===== src/rtl/mpe_pkg.sv =====
package mpe_pkg;
  localparam int unsigned PKT_BYTES = 5;
  localparam logic [7:0]  HDR_BASE  = 8'h87;

  typedef enum logic [2:0] {
    SLOT_HDR  = 3'd0,
    SLOT_DX   = 3'd1,
    SLOT_DY   = 3'd2,
    SLOT_PAD0 = 3'd3,
    SLOT_PAD1 = 3'd4
  } slot_e;

  typedef struct packed {
    logic [7:0] hdr;
    logic [7:0] dx;
    logic [7:0] dy;
  } pkt_t;
endpackage


===== src/rtl/mpe_sat.sv =====
// Clamp a signed delta to -127..+127, optionally negated first.
module mpe_sat #(
  parameter int unsigned IN_W = 10,
  parameter bit          NEG  = 1'b0
) (
  input  logic signed [IN_W-1:0] d_i,
  output logic        [7:0]      q_o
);
  localparam int unsigned EW = IN_W + 1;
  localparam logic signed [EW-1:0] POS_LIM = EW'(127);
  localparam logic signed [EW-1:0] NEG_LIM = EW'(-127);

  logic signed [EW-1:0] ext;
  logic signed [EW-1:0] val;

  assign ext = {d_i[IN_W-1], d_i};

  generate
    if (NEG) begin : g_neg
      assign val = -ext;
    end else begin : g_pos
      assign val = ext;
    end
  endgenerate

  always_comb begin
    if (val > POS_LIM)      q_o = 8'h7F;
    else if (val < NEG_LIM) q_o = 8'h81;
    else                    q_o = val[7:0];
  end
endmodule


===== src/rtl/mpe_seq.sv =====
// Expands one event into five pushes, with a single pending slot.
module mpe_seq
  import mpe_pkg::*;
(
  input  logic       clk_i,
  input  logic       rst_ni,
  input  logic       clear_i,
  input  logic       evt_valid_i,
  input  pkt_t       evt_pkt_i,
  output logic       push_o,
  output logic [7:0] push_data_o,
  output slot_e      slot_o
);
  logic  busy_q;
  slot_e slot_q;
  pkt_t  cur_q;
  logic  pend_v_q;
  pkt_t  pend_q;

  always_ff @(posedge clk_i or negedge rst_ni) begin
    if (!rst_ni) begin
      busy_q   <= 1'b0;
      slot_q   <= SLOT_HDR;
      cur_q    <= '0;
      pend_v_q <= 1'b0;
      pend_q   <= '0;
    end else if (clear_i) begin
      busy_q   <= 1'b0;
      slot_q   <= SLOT_HDR;
      pend_v_q <= 1'b0;
    end else if (busy_q) begin
      if (slot_q == SLOT_PAD1) busy_q <= 1'b0;
      else                     slot_q <= slot_e'(slot_q + 3'd1);
      if (evt_valid_i) begin
        pend_v_q <= 1'b1;
        pend_q   <= evt_pkt_i;
      end
    end else if (pend_v_q) begin
      busy_q   <= 1'b1;
      slot_q   <= SLOT_HDR;
      cur_q    <= pend_q;
      pend_v_q <= evt_valid_i;
      if (evt_valid_i) pend_q <= evt_pkt_i;
    end else if (evt_valid_i) begin
      busy_q <= 1'b1;
      slot_q <= SLOT_HDR;
      cur_q  <= evt_pkt_i;
    end
  end

  always_comb begin
    unique case (slot_q)
      SLOT_HDR: push_data_o = cur_q.hdr;
      SLOT_DX:  push_data_o = cur_q.dx;
      SLOT_DY:  push_data_o = cur_q.dy;
      default:  push_data_o = 8'h00;
    endcase
  end

  assign push_o = busy_q;
  assign slot_o = slot_q;
endmodule


===== src/rtl/mpe_fifo.sv =====
// Byte FIFO: drop on full, zero on empty read, registered read data.
module mpe_fifo #(
  parameter int unsigned DEPTH = 256,
  parameter int unsigned W     = 8,
  localparam int unsigned AW   = (DEPTH > 1) ? $clog2(DEPTH) : 1,
  localparam int unsigned CW   = $clog2(DEPTH + 1)
) (
  input  logic          clk_i,
  input  logic          rst_ni,
  input  logic          clear_i,
  input  logic          push_i,
  input  logic [W-1:0]  push_data_i,
  input  logic          pop_i,
  output logic [W-1:0]  pop_data_o,
  output logic [CW-1:0] count_o,
  output logic          avail_o
);
  logic [W-1:0]  mem [DEPTH];
  logic [AW-1:0] wptr_q, rptr_q;
  logic [CW-1:0] count_q;
  logic          avail_q;
  logic [W-1:0]  rd_q;
  logic          do_push, do_pop;

  assign do_push = push_i && (count_q < CW'(DEPTH));
  assign do_pop  = pop_i && (count_q != '0);

  function automatic logic [AW-1:0] ptr_inc(input logic [AW-1:0] p);
    return (p == AW'(DEPTH - 1)) ? '0 : p + AW'(1);
  endfunction

  always_ff @(posedge clk_i) begin
    if (do_push && !clear_i) mem[wptr_q] <= push_data_i;
  end

  always_ff @(posedge clk_i or negedge rst_ni) begin
    if (!rst_ni) begin
      wptr_q  <= '0;
      rptr_q  <= '0;
      count_q <= '0;
      avail_q <= 1'b0;
      rd_q    <= '0;
    end else if (clear_i) begin
      wptr_q  <= '0;
      rptr_q  <= '0;
      count_q <= '0;
      avail_q <= 1'b0;
      rd_q    <= '0;
    end else begin
      if (do_push) wptr_q <= ptr_inc(wptr_q);
      if (do_pop)  rptr_q <= ptr_inc(rptr_q);
      if (pop_i)   rd_q   <= do_pop ? mem[rptr_q] : '0;
      unique case ({do_push, do_pop})
        2'b10:   count_q <= count_q + CW'(1);
        2'b01:   count_q <= count_q - CW'(1);
        default: count_q <= count_q;
      endcase
      if (do_push)     avail_q <= 1'b1;
      else if (do_pop) avail_q <= (count_q > CW'(1));
    end
  end

  assign pop_data_o = rd_q;
  assign count_o    = count_q;
  assign avail_o    = avail_q;
endmodule


===== src/rtl/mouse_pkt_enc.sv =====
module mouse_pkt_enc
  import mpe_pkg::*;
#(
  parameter int unsigned DELTA_W    = 10,
  parameter int unsigned FIFO_DEPTH = 256,
  localparam int unsigned CNT_W     = $clog2(FIFO_DEPTH + 1)
) (
  input  logic                     clk_i,
  input  logic                     rst_ni,
  input  logic                     clear_i,
  input  logic                     evt_valid_i,
  input  logic signed [DELTA_W-1:0] dx_i,
  input  logic signed [DELTA_W-1:0] dy_i,
  input  logic                     btn_left_i,
  input  logic                     btn_mid_i,
  input  logic                     btn_right_i,
  input  logic                     rd_i,
  output logic [7:0]               rd_data_o,
  output logic                     avail_o,
  output logic [CNT_W-1:0]         count_o
);
  pkt_t       evt_pkt;
  logic       seq_push;
  logic [7:0] seq_byte;
  slot_e      seq_slot;

  // Buttons are active-low in the header.
  assign evt_pkt.hdr = HDR_BASE ^ {5'b0, btn_left_i, btn_mid_i, btn_right_i};

  mpe_sat #(.IN_W(DELTA_W), .NEG(1'b0)) i_sat_x (.d_i(dx_i), .q_o(evt_pkt.dx));
  mpe_sat #(.IN_W(DELTA_W), .NEG(1'b1)) i_sat_y (.d_i(dy_i), .q_o(evt_pkt.dy));

  mpe_seq i_seq (
    .clk_i       (clk_i),
    .rst_ni      (rst_ni),
    .clear_i     (clear_i),
    .evt_valid_i (evt_valid_i),
    .evt_pkt_i   (evt_pkt),
    .push_o      (seq_push),
    .push_data_o (seq_byte),
    .slot_o      (seq_slot)
  );

  mpe_fifo #(.DEPTH(FIFO_DEPTH), .W(8)) i_fifo (
    .clk_i       (clk_i),
    .rst_ni      (rst_ni),
    .clear_i     (clear_i),
    .push_i      (seq_push),
    .push_data_i (seq_byte),
    .pop_i       (rd_i),
    .pop_data_o  (rd_data_o),
    .count_o     (count_o),
    .avail_o     (avail_o)
  );
endmodule


===== config.mk =====
export PLATFORM = sky130hd
export DESIGN_NAME = mouse_pkt_enc
export DESIGN_NICKNAME = d
export VERILOG_FILES = /design/src/rtl/mpe_pkg.sv /design/src/rtl/mpe_sat.sv /design/src/rtl/mpe_seq.sv /design/src/rtl/mpe_fifo.sv /design/src/rtl/mouse_pkt_enc.sv
export SDC_FILE = /design/constraint.sdc
export NUM_CORES = 2
export LEC_CHECK = 0
export BUFFER_PORTS_ARGS = -buffer_cell sky130_fd_sc_hd__buf_4
export CAP_MARGIN = 20
export CORE_ASPECT_RATIO = 1.5
export CORE_UTILIZATION = 40
export CTS_CLUSTER_SIZE = 20
export DETAILED_ROUTE_END_ITERATION = 10
export GPL_TIMING_DRIVEN = 1
export PLACE_DENSITY = 0.5
export SETUP_SLACK_MARGIN = 0.5
export SKIP_CTS_REPAIR_TIMING = 1
export SKIP_LAST_GASP = 1
export SLEW_MARGIN = 20
export SYNTH_ARGS = -nofsm -noshare
export SYNTH_HDL_FRONTEND = slang
export SYNTH_SLANG_ARGS = --single-unit

===== constraint.sdc =====
create_clock -name clk_i -period 11.95 [get_ports clk_i]
set_input_delay 0.5975 -clock clk_i [delete_from_list [all_inputs] [get_ports clk_i]]
set_output_delay 0.5975 -clock clk_i [all_outputs]
set_load 0.1 [all_outputs]

# Word level (Yosys, flattened, before mapping)

Memory sizes are Yosys's and may differ from the RTL's.
Cells that the tools add are included.

Bits in registers: 87
Output and inout bits: 18
RAM bits: 2048
Memories kept: 1

Memories:

| memory     | words | bits a word | rd ports | clocked after Yosys merged registers in | wr ports | line           | text |
|---|---|---|---|---|---|---|---|
| i_fifo.mem | 256   | 8           | 1        | 0                                       | 1        | mpe_fifo.sv:18 | `logic [W-1:0] mem [DEPTH];` |

Bitwise operators: 3
Add/subtract/negate cells: 6
Order comparisons: 6
Multiplexer cells: 40
Equal/unequal tests: 9
Reduce and logical (&&, ||, !) cells: 17

Operator list:

| cell                                                                             | number |
|---|---|
| 24-bit two-way mux                                                               | 5 |
| 8-bit two-way mux                                                                | 13 |
| 8-bit case mux with 3 select lines                                               | 1 |
| 9-bit case mux with 2 select lines                                               | 1 |
| 8-bit by 1-bit adder with 8-bit output, second input constant                    | 2 |
| 8-bit == test, second input constant                                             | 2 |
| 3-bit two-way mux                                                                | 5 |
| 1-bit two-way mux                                                                | 14 |
| 11-bit by 8-bit greater-than comparator with 1-bit output, second input constant | 1 |
| 11-bit by 8-bit < comparator with 1-bit output, second input constant            | 1 |
| 10-bit negator with 11-bit output                                                | 1 |
| 10-bit by 8-bit greater-than comparator with 1-bit output, second input constant | 1 |
| 10-bit by 8-bit < comparator with 1-bit output, second input constant            | 1 |
| 2-bit nonzero test                                                               | 5 |
| 9-bit by 1-bit adder with 9-bit output, second input constant                    | 1 |
| 9-bit by 1-bit greater-than comparator with 1-bit output, second input constant  | 1 |
| 9-bit < comparator, second input constant                                        | 1 |
| 9-bit two-way mux                                                                | 1 |
| 9-bit nonzero test                                                               | 1 |
| 9-bit by 1-bit subtractor with 9-bit output, second input constant               | 1 |
| 3-bit != test, second input constant                                             | 2 |
| 3-bit nonzero test                                                               | 2 |
| 3-bit inverter with 4-bit output                                                 | 1 |
| 2-bit AND reduction                                                              | 2 |
| other kinds (12)                                                                 | 15 |

# Logic depth before layout (Yosys ltp)

Depth after elaboration: 7
Depth in mapped cells: 13
Gate-level depth less buffers: 9

# Cells and area by module

A second synthesis with hierarchy kept.

Cell total of the unflattened synthesis: 4262
Area total of the unflattened synthesis: 84422.2 µm²

Modules (own cells, without submodules):

| module             | area each (µm²) | instances | cells an instance |
|---|---|---|---|
| mpe_fifo           | 81235.4         | 1         | 3977 |
| mpe_seq            | 2583.7          | 1         | 187 |
| mpe_sat at i_sat_y | 400.4           | 1         | 59 |
| mpe_sat at i_sat_x | 183.9           | 1         | 34 |
| mouse_pkt_enc      | 18.8            | 1         | 5 |

# Least setup slack after synthesis

OpenSTA, ideal clock, no wires.

Kind: reg2reg
Start: register i_seq.slot_q[0], in the netlist i_seq.slot_o[0]
End: memory i_fifo.mem[0][3], data pin
Period minus slack after synthesis: 5.109 ns
Required time: 11.085 ns
Arrival time: 4.244 ns
Cell stages (with the launch flop): 6
Setup time: 0.865 ns
Path slack: 6.841 ns
Cells stage by stage: dfrtp_1 inv_1 ha_1 nor2b_1 clkbuf_1 a22o_1

Cells in the longest elaborated chain, start to end: 2
Elaborated cells on any way between the ends: 4

RTL lines:

| element                                                                | line           | text |
|---|---|---|
| start: declaration                                                     | mpe_seq.sv:15  | `slot_e slot_q;` |
| start signal: assignment                                               | mpe_seq.sv:33  | `else slot_q <= slot_e'(slot_q + 3'd1);` |
| 3-bit by 2-bit == test with 1-bit output, or another cell as far along | mpe_seq.sv:52  | `unique case (slot_q)` |
| 8-bit case mux with 3 select lines (*)                                 | mpe_seq.sv:52  |  |
| named net i_fifo.push_data_i[3]                                        | mpe_fifo.sv:12 | `input logic [W-1:0] push_data_i,` |
| end: declaration                                                       | mpe_fifo.sv:18 |  |

Mark *: on every way through the listed nets, which the timed path passes. The rest lies on a longest branch.

# Final worst setup path

Start: register i_fifo.rptr_q[0]
End: register i_fifo.rd_q[4], in the netlist i_fifo.pop_data_o[4]

Cells in the longest elaborated chain, start to end: 4

RTL lines:

| element                        | line           | text |
|---|---|---|
| start: declaration             | mpe_fifo.sv:19 | `logic [AW-1:0] wptr_q, rptr_q;` |
| start signal: assignment       | mpe_fifo.sv:51 | `if (do_pop) rptr_q <= ptr_inc(rptr_q);` |
| memory read 256 x 8 bit        | -              |  |
| 8-bit two-way mux (2 in a row) | mpe_fifo.sv:52 | `if (pop_i) rd_q <= do_pop ? mem[rptr_q] : '0;` |
| 8-bit two-way mux              | mpe_fifo.sv:43 | `end else if (clear_i) begin` |
| end signal: assignment         | mpe_fifo.sv:52 |  |
| end: declaration               | mpe_fifo.sv:22 | `logic [W-1:0] rd_q;` |

No other way between the ends. The select of a mux whose other input is x is not followed.
A chain may end at the register's enable or synchronous reset.

==> results.yml <==
yosys:
  synth-simple-area-share: 0.0334
  synth_edf_count: 2048
  synth_mux_area_frac: 0.154
  syn_area_um2: 83700
  syn_nets: 4209
  yosysWarnings: 0
  synth_top_cell_by_area: "edfxtp_1"
  synth_top_family_by_area: "multiplexers"
  synthXorXnorAreaFrac: 0.00167
  synth_seq_area_share: 0.758
  synth_fa_ha_area_frac: 0.00209
  netlist_top_cells_count: "edfxtp_1, mux4_2, nor2_1, nand2_1, mux2i_1"
  synthTopCellsByArea: "edfxtp_1, mux4_2, dfrtp_1, mux2i_1, nor2_1"
  ys_seq_elements: 2127
  ys.flop_type: "edfxtp_1"
  avgSynthCellArea_um2: 20.1
  synth_cells: 4167
  synth-compound-area-share: 0.0340
  yosysMostFrequentCell: "edfxtp_1"
  ys_types: 77
  yosys.area.top_type_share: 0.734
  async_flop_share: 0.0371
timing:
  rsz0062_at_grt: "no"
  slew-limit-headroom: 0.114
  min_period_ns: 5.18
  slew_viol_final: 0
  setup_viol_count_final: 0
  max_freq_mhz: 193
  layout_setup_ws_ns: 6.77
  worst_pin_slew_ns: 1.31
  finalSetupTns_ns: 0
  finalClockSkew_ns: 0.0667
  min_period_over_period: 0.433
  hold_viol: 0
detailed_routing:
  routed_wl_mm: 243
  drc_errors: 0
  dr.max_layer_used: "met5"
  drt_iter0_markers: 3844
  via_count: 41800
  drt-met1-wl_mm: 95.3
  wl_met2_mm: 127
  via_per_inst: 5.80
  route.met3.wl_mm: 12.0
  wl_per_cell_um: 33.7
  firstDrtPassIters: 5
  ant_nets: 0
die:
  die_h_um: 562
  io_pins: 46
  rows: 205
  coreArea_um2: 208000
  design.die.area_um2: 211000
  die_w_um: 376
  start_util: 0.403
global_routing:
  grt_usage: 0.231
  antenna_found_initial: 8
  grt_max_degree: 257
  grt_pass1_wl_mm: 342
  grt_pass1_vias: 43000
  grt-ovfl-total: 0
clock_network:
  numCtsBuffers: 205
  htreeDepth: 4
  cts_tree: "yes"
  cts.sinks: 2127
  insertion_delay_ns: 0.87
  root_buffer: "clkbuf_16"
  clockBufferDepth: 4
  cts.clk_slew.worst_paths_ns: 0.06
setup_path:
  end_kind: "flop"
  cp.arrival_ns: 5.88
  crit_type: "flop to flop"
  startpoint_type: "flop"
  crit_required_ns: 12.66
  cp_max_fo: 38
layout:
  drive_gt1_frac: 0.221
  fin_nets: 4307
  syn_to_final_growth_pct: 11.7
run_status:
  status: "complete, no violations"
power:
  leakage_uw: 0.0292
  irDropWorstVdd_mv: 0.148
  pwr_density_cell_nw_per_um2: 199
hold_path:
  hold_class: "input port to flop"
placement:
  gp_congestion: 0.796
  portBuffers: 45
  pre_cts_ws_ns: 6.67
  post-dp-hpwl_mm: 146
job:
  max_cap_violations: 0
-- final timing paths --
path	cells after the start	startpoint	slack [ns]	end
min	3	evt_valid_i	0.09	i_seq.push_o$_DFF_PN0_
max in group asynchronous	3	rst_ni	10.40	i_fifo.rptr_q[2]$_DFFE_PN0P_
min reg2reg	2	i_seq.pend_q[23]$_DFFE_PN0P_	0.45	i_seq.pend_q[23]$_DFFE_PN0P_
max reg2reg	10	i_fifo.rptr_q[0]$_DFFE_PN0P_	6.77	i_fifo.pop_data_o[4]$_DFFE_PN0P_
min in group asynchronous	2	rst_ni	0.34	i_seq.pend_q[16]$_DFFE_PN0P_
max	10	i_fifo.rptr_q[0]$_DFFE_PN0P_	6.77	i_fifo.pop_data_o[4]$_DFFE_PN0P_
-- flip-flops by register name, indices dropped and copies added, names as in the netlist --
name / count
i_fifo.mem: 2048
i_fifo.avail_o: 1
i_seq.pend_v_q: 1
i_fifo.count_o: 9
i_seq.slot_o: 3
i_seq.push_o: 1
i_fifo.pop_data_o: 8
i_seq.pend_q: 20
i_seq.cur_q: 20
i_fifo.wptr_q: 8
i_fifo.rptr_q: 8
-- final cells by class --
type	instances	area [µm²]
Timing Repair Buffer	145	1280
Fill cell	17800	114000
Clock buffer	275	5540
Antenna cell	4	10.0
Inverter	23	91.3
Clock inverter	84	589
Multi-Input combinational cell	1763	19000
Sequential cell	2127	63500
Tap cell	2794	3500
-- critical path, stage by stage (launching register included) --
cell      delay (ns)
dfrtp_4         0.93
buf_4           0.78
buf_4           0.63
buf_4           0.75
mux4_2          0.58
mux2_2          0.31
a221o_1         0.31
o211ai_1        0.18
a211oi_1        0.15
a211oi_1        0.23
o31ai_1         0.11
-- cell usage in the layout, fill, tap and decap left out, types with 9 or more instances in the layout --
master / synthesis / final
o21ai_1: 13 / 14
clkbuf_16: 0 / 208
xnor2_1: 9 / 9
o221ai_1: 19 / 19
clkinv_2: 0 / 31
mux4_2: 496 / 496
nand2_1: 162 / 143
dfrtp_1: 79 / 73
buf_4: 32 / 124
o22ai_1: 33 / 33
buf_12: 0 / 11
nand2_2: 0 / 15
a21oi_1: 74 / 74
a22o_1: 18 / 14
mux2i_1: 159 / 159
nor4_1: 11 / 9
and3_1: 11 / 11
mux2_2: 11 / 11
a211oi_1: 22 / 21
a31oi_1: 9 / 9
ha_1: 14 / 14
nand3_1: 20 / 20
nor2b_1: 14 / 11
o21ai_0: 66 / 64
a211o_1: 10 / 10
nor3_1: 32 / 32
o31ai_1: 14 / 14
nor2_1: 356 / 349
inv_1: 21 / 20
nand2b_1: 11 / 11
clkinv_1: 2 / 42
edfxtp_1: 2048 / 2048
clkbuf_1: 114 / 59
o211ai_1: 12 / 12
a221oi_1: 18 / 17
a22oi_1: 44 / 44
-- metrics by stage --
stage,total power [µW],area (µm²),cells,hold WS (ns),util
3_5_place_dp,12700,87300,6846,0.434,0.420
3_3_place_gp,12600,87200,6842,0.425,0.419
5_1_grt,19200,93500,7212,0.0767,0.450
6_report,18600,93500,7215,0.0866,0.450
4_1_cts,18800,93400,7205,-0.261,0.449
2_1_floorplan,11600,83700,4167,0.302,-
-- metal layers --
metal,up-vias,GRT usage
li1,17300,-
met1,22900,0.293
met2,1259,0.405
met3,379,0.0308
met4,2,0.0805
met5,-,0
-- kinds of logic (layout without fill, tap and decap cells) --
group	count (synthesis)	count (layout)
other	0	4
multiplexers	666	666
XOR/XNOR	16	16
flip-flops	2127	2127
AND/OR/NAND/NOR	655	655
adder cells (fa/ha/maj)	14	14
AO/OA/AOI/OAI	412	412
buffers and inverters	277	527
-- where the power goes --
| group | total [µW] | internal [µW] | switching (µW) |
|---|---|---|---|
| Clock | 6170 | 3400 | 2770 |
| Combinational | 3680 | 1470 | 2210 |
| Sequential | 8740 | 8600 | 142 |
| Total | 18600 | 13500 | 5120 |
No activity file was read; power rests on OpenSTA's default activity.
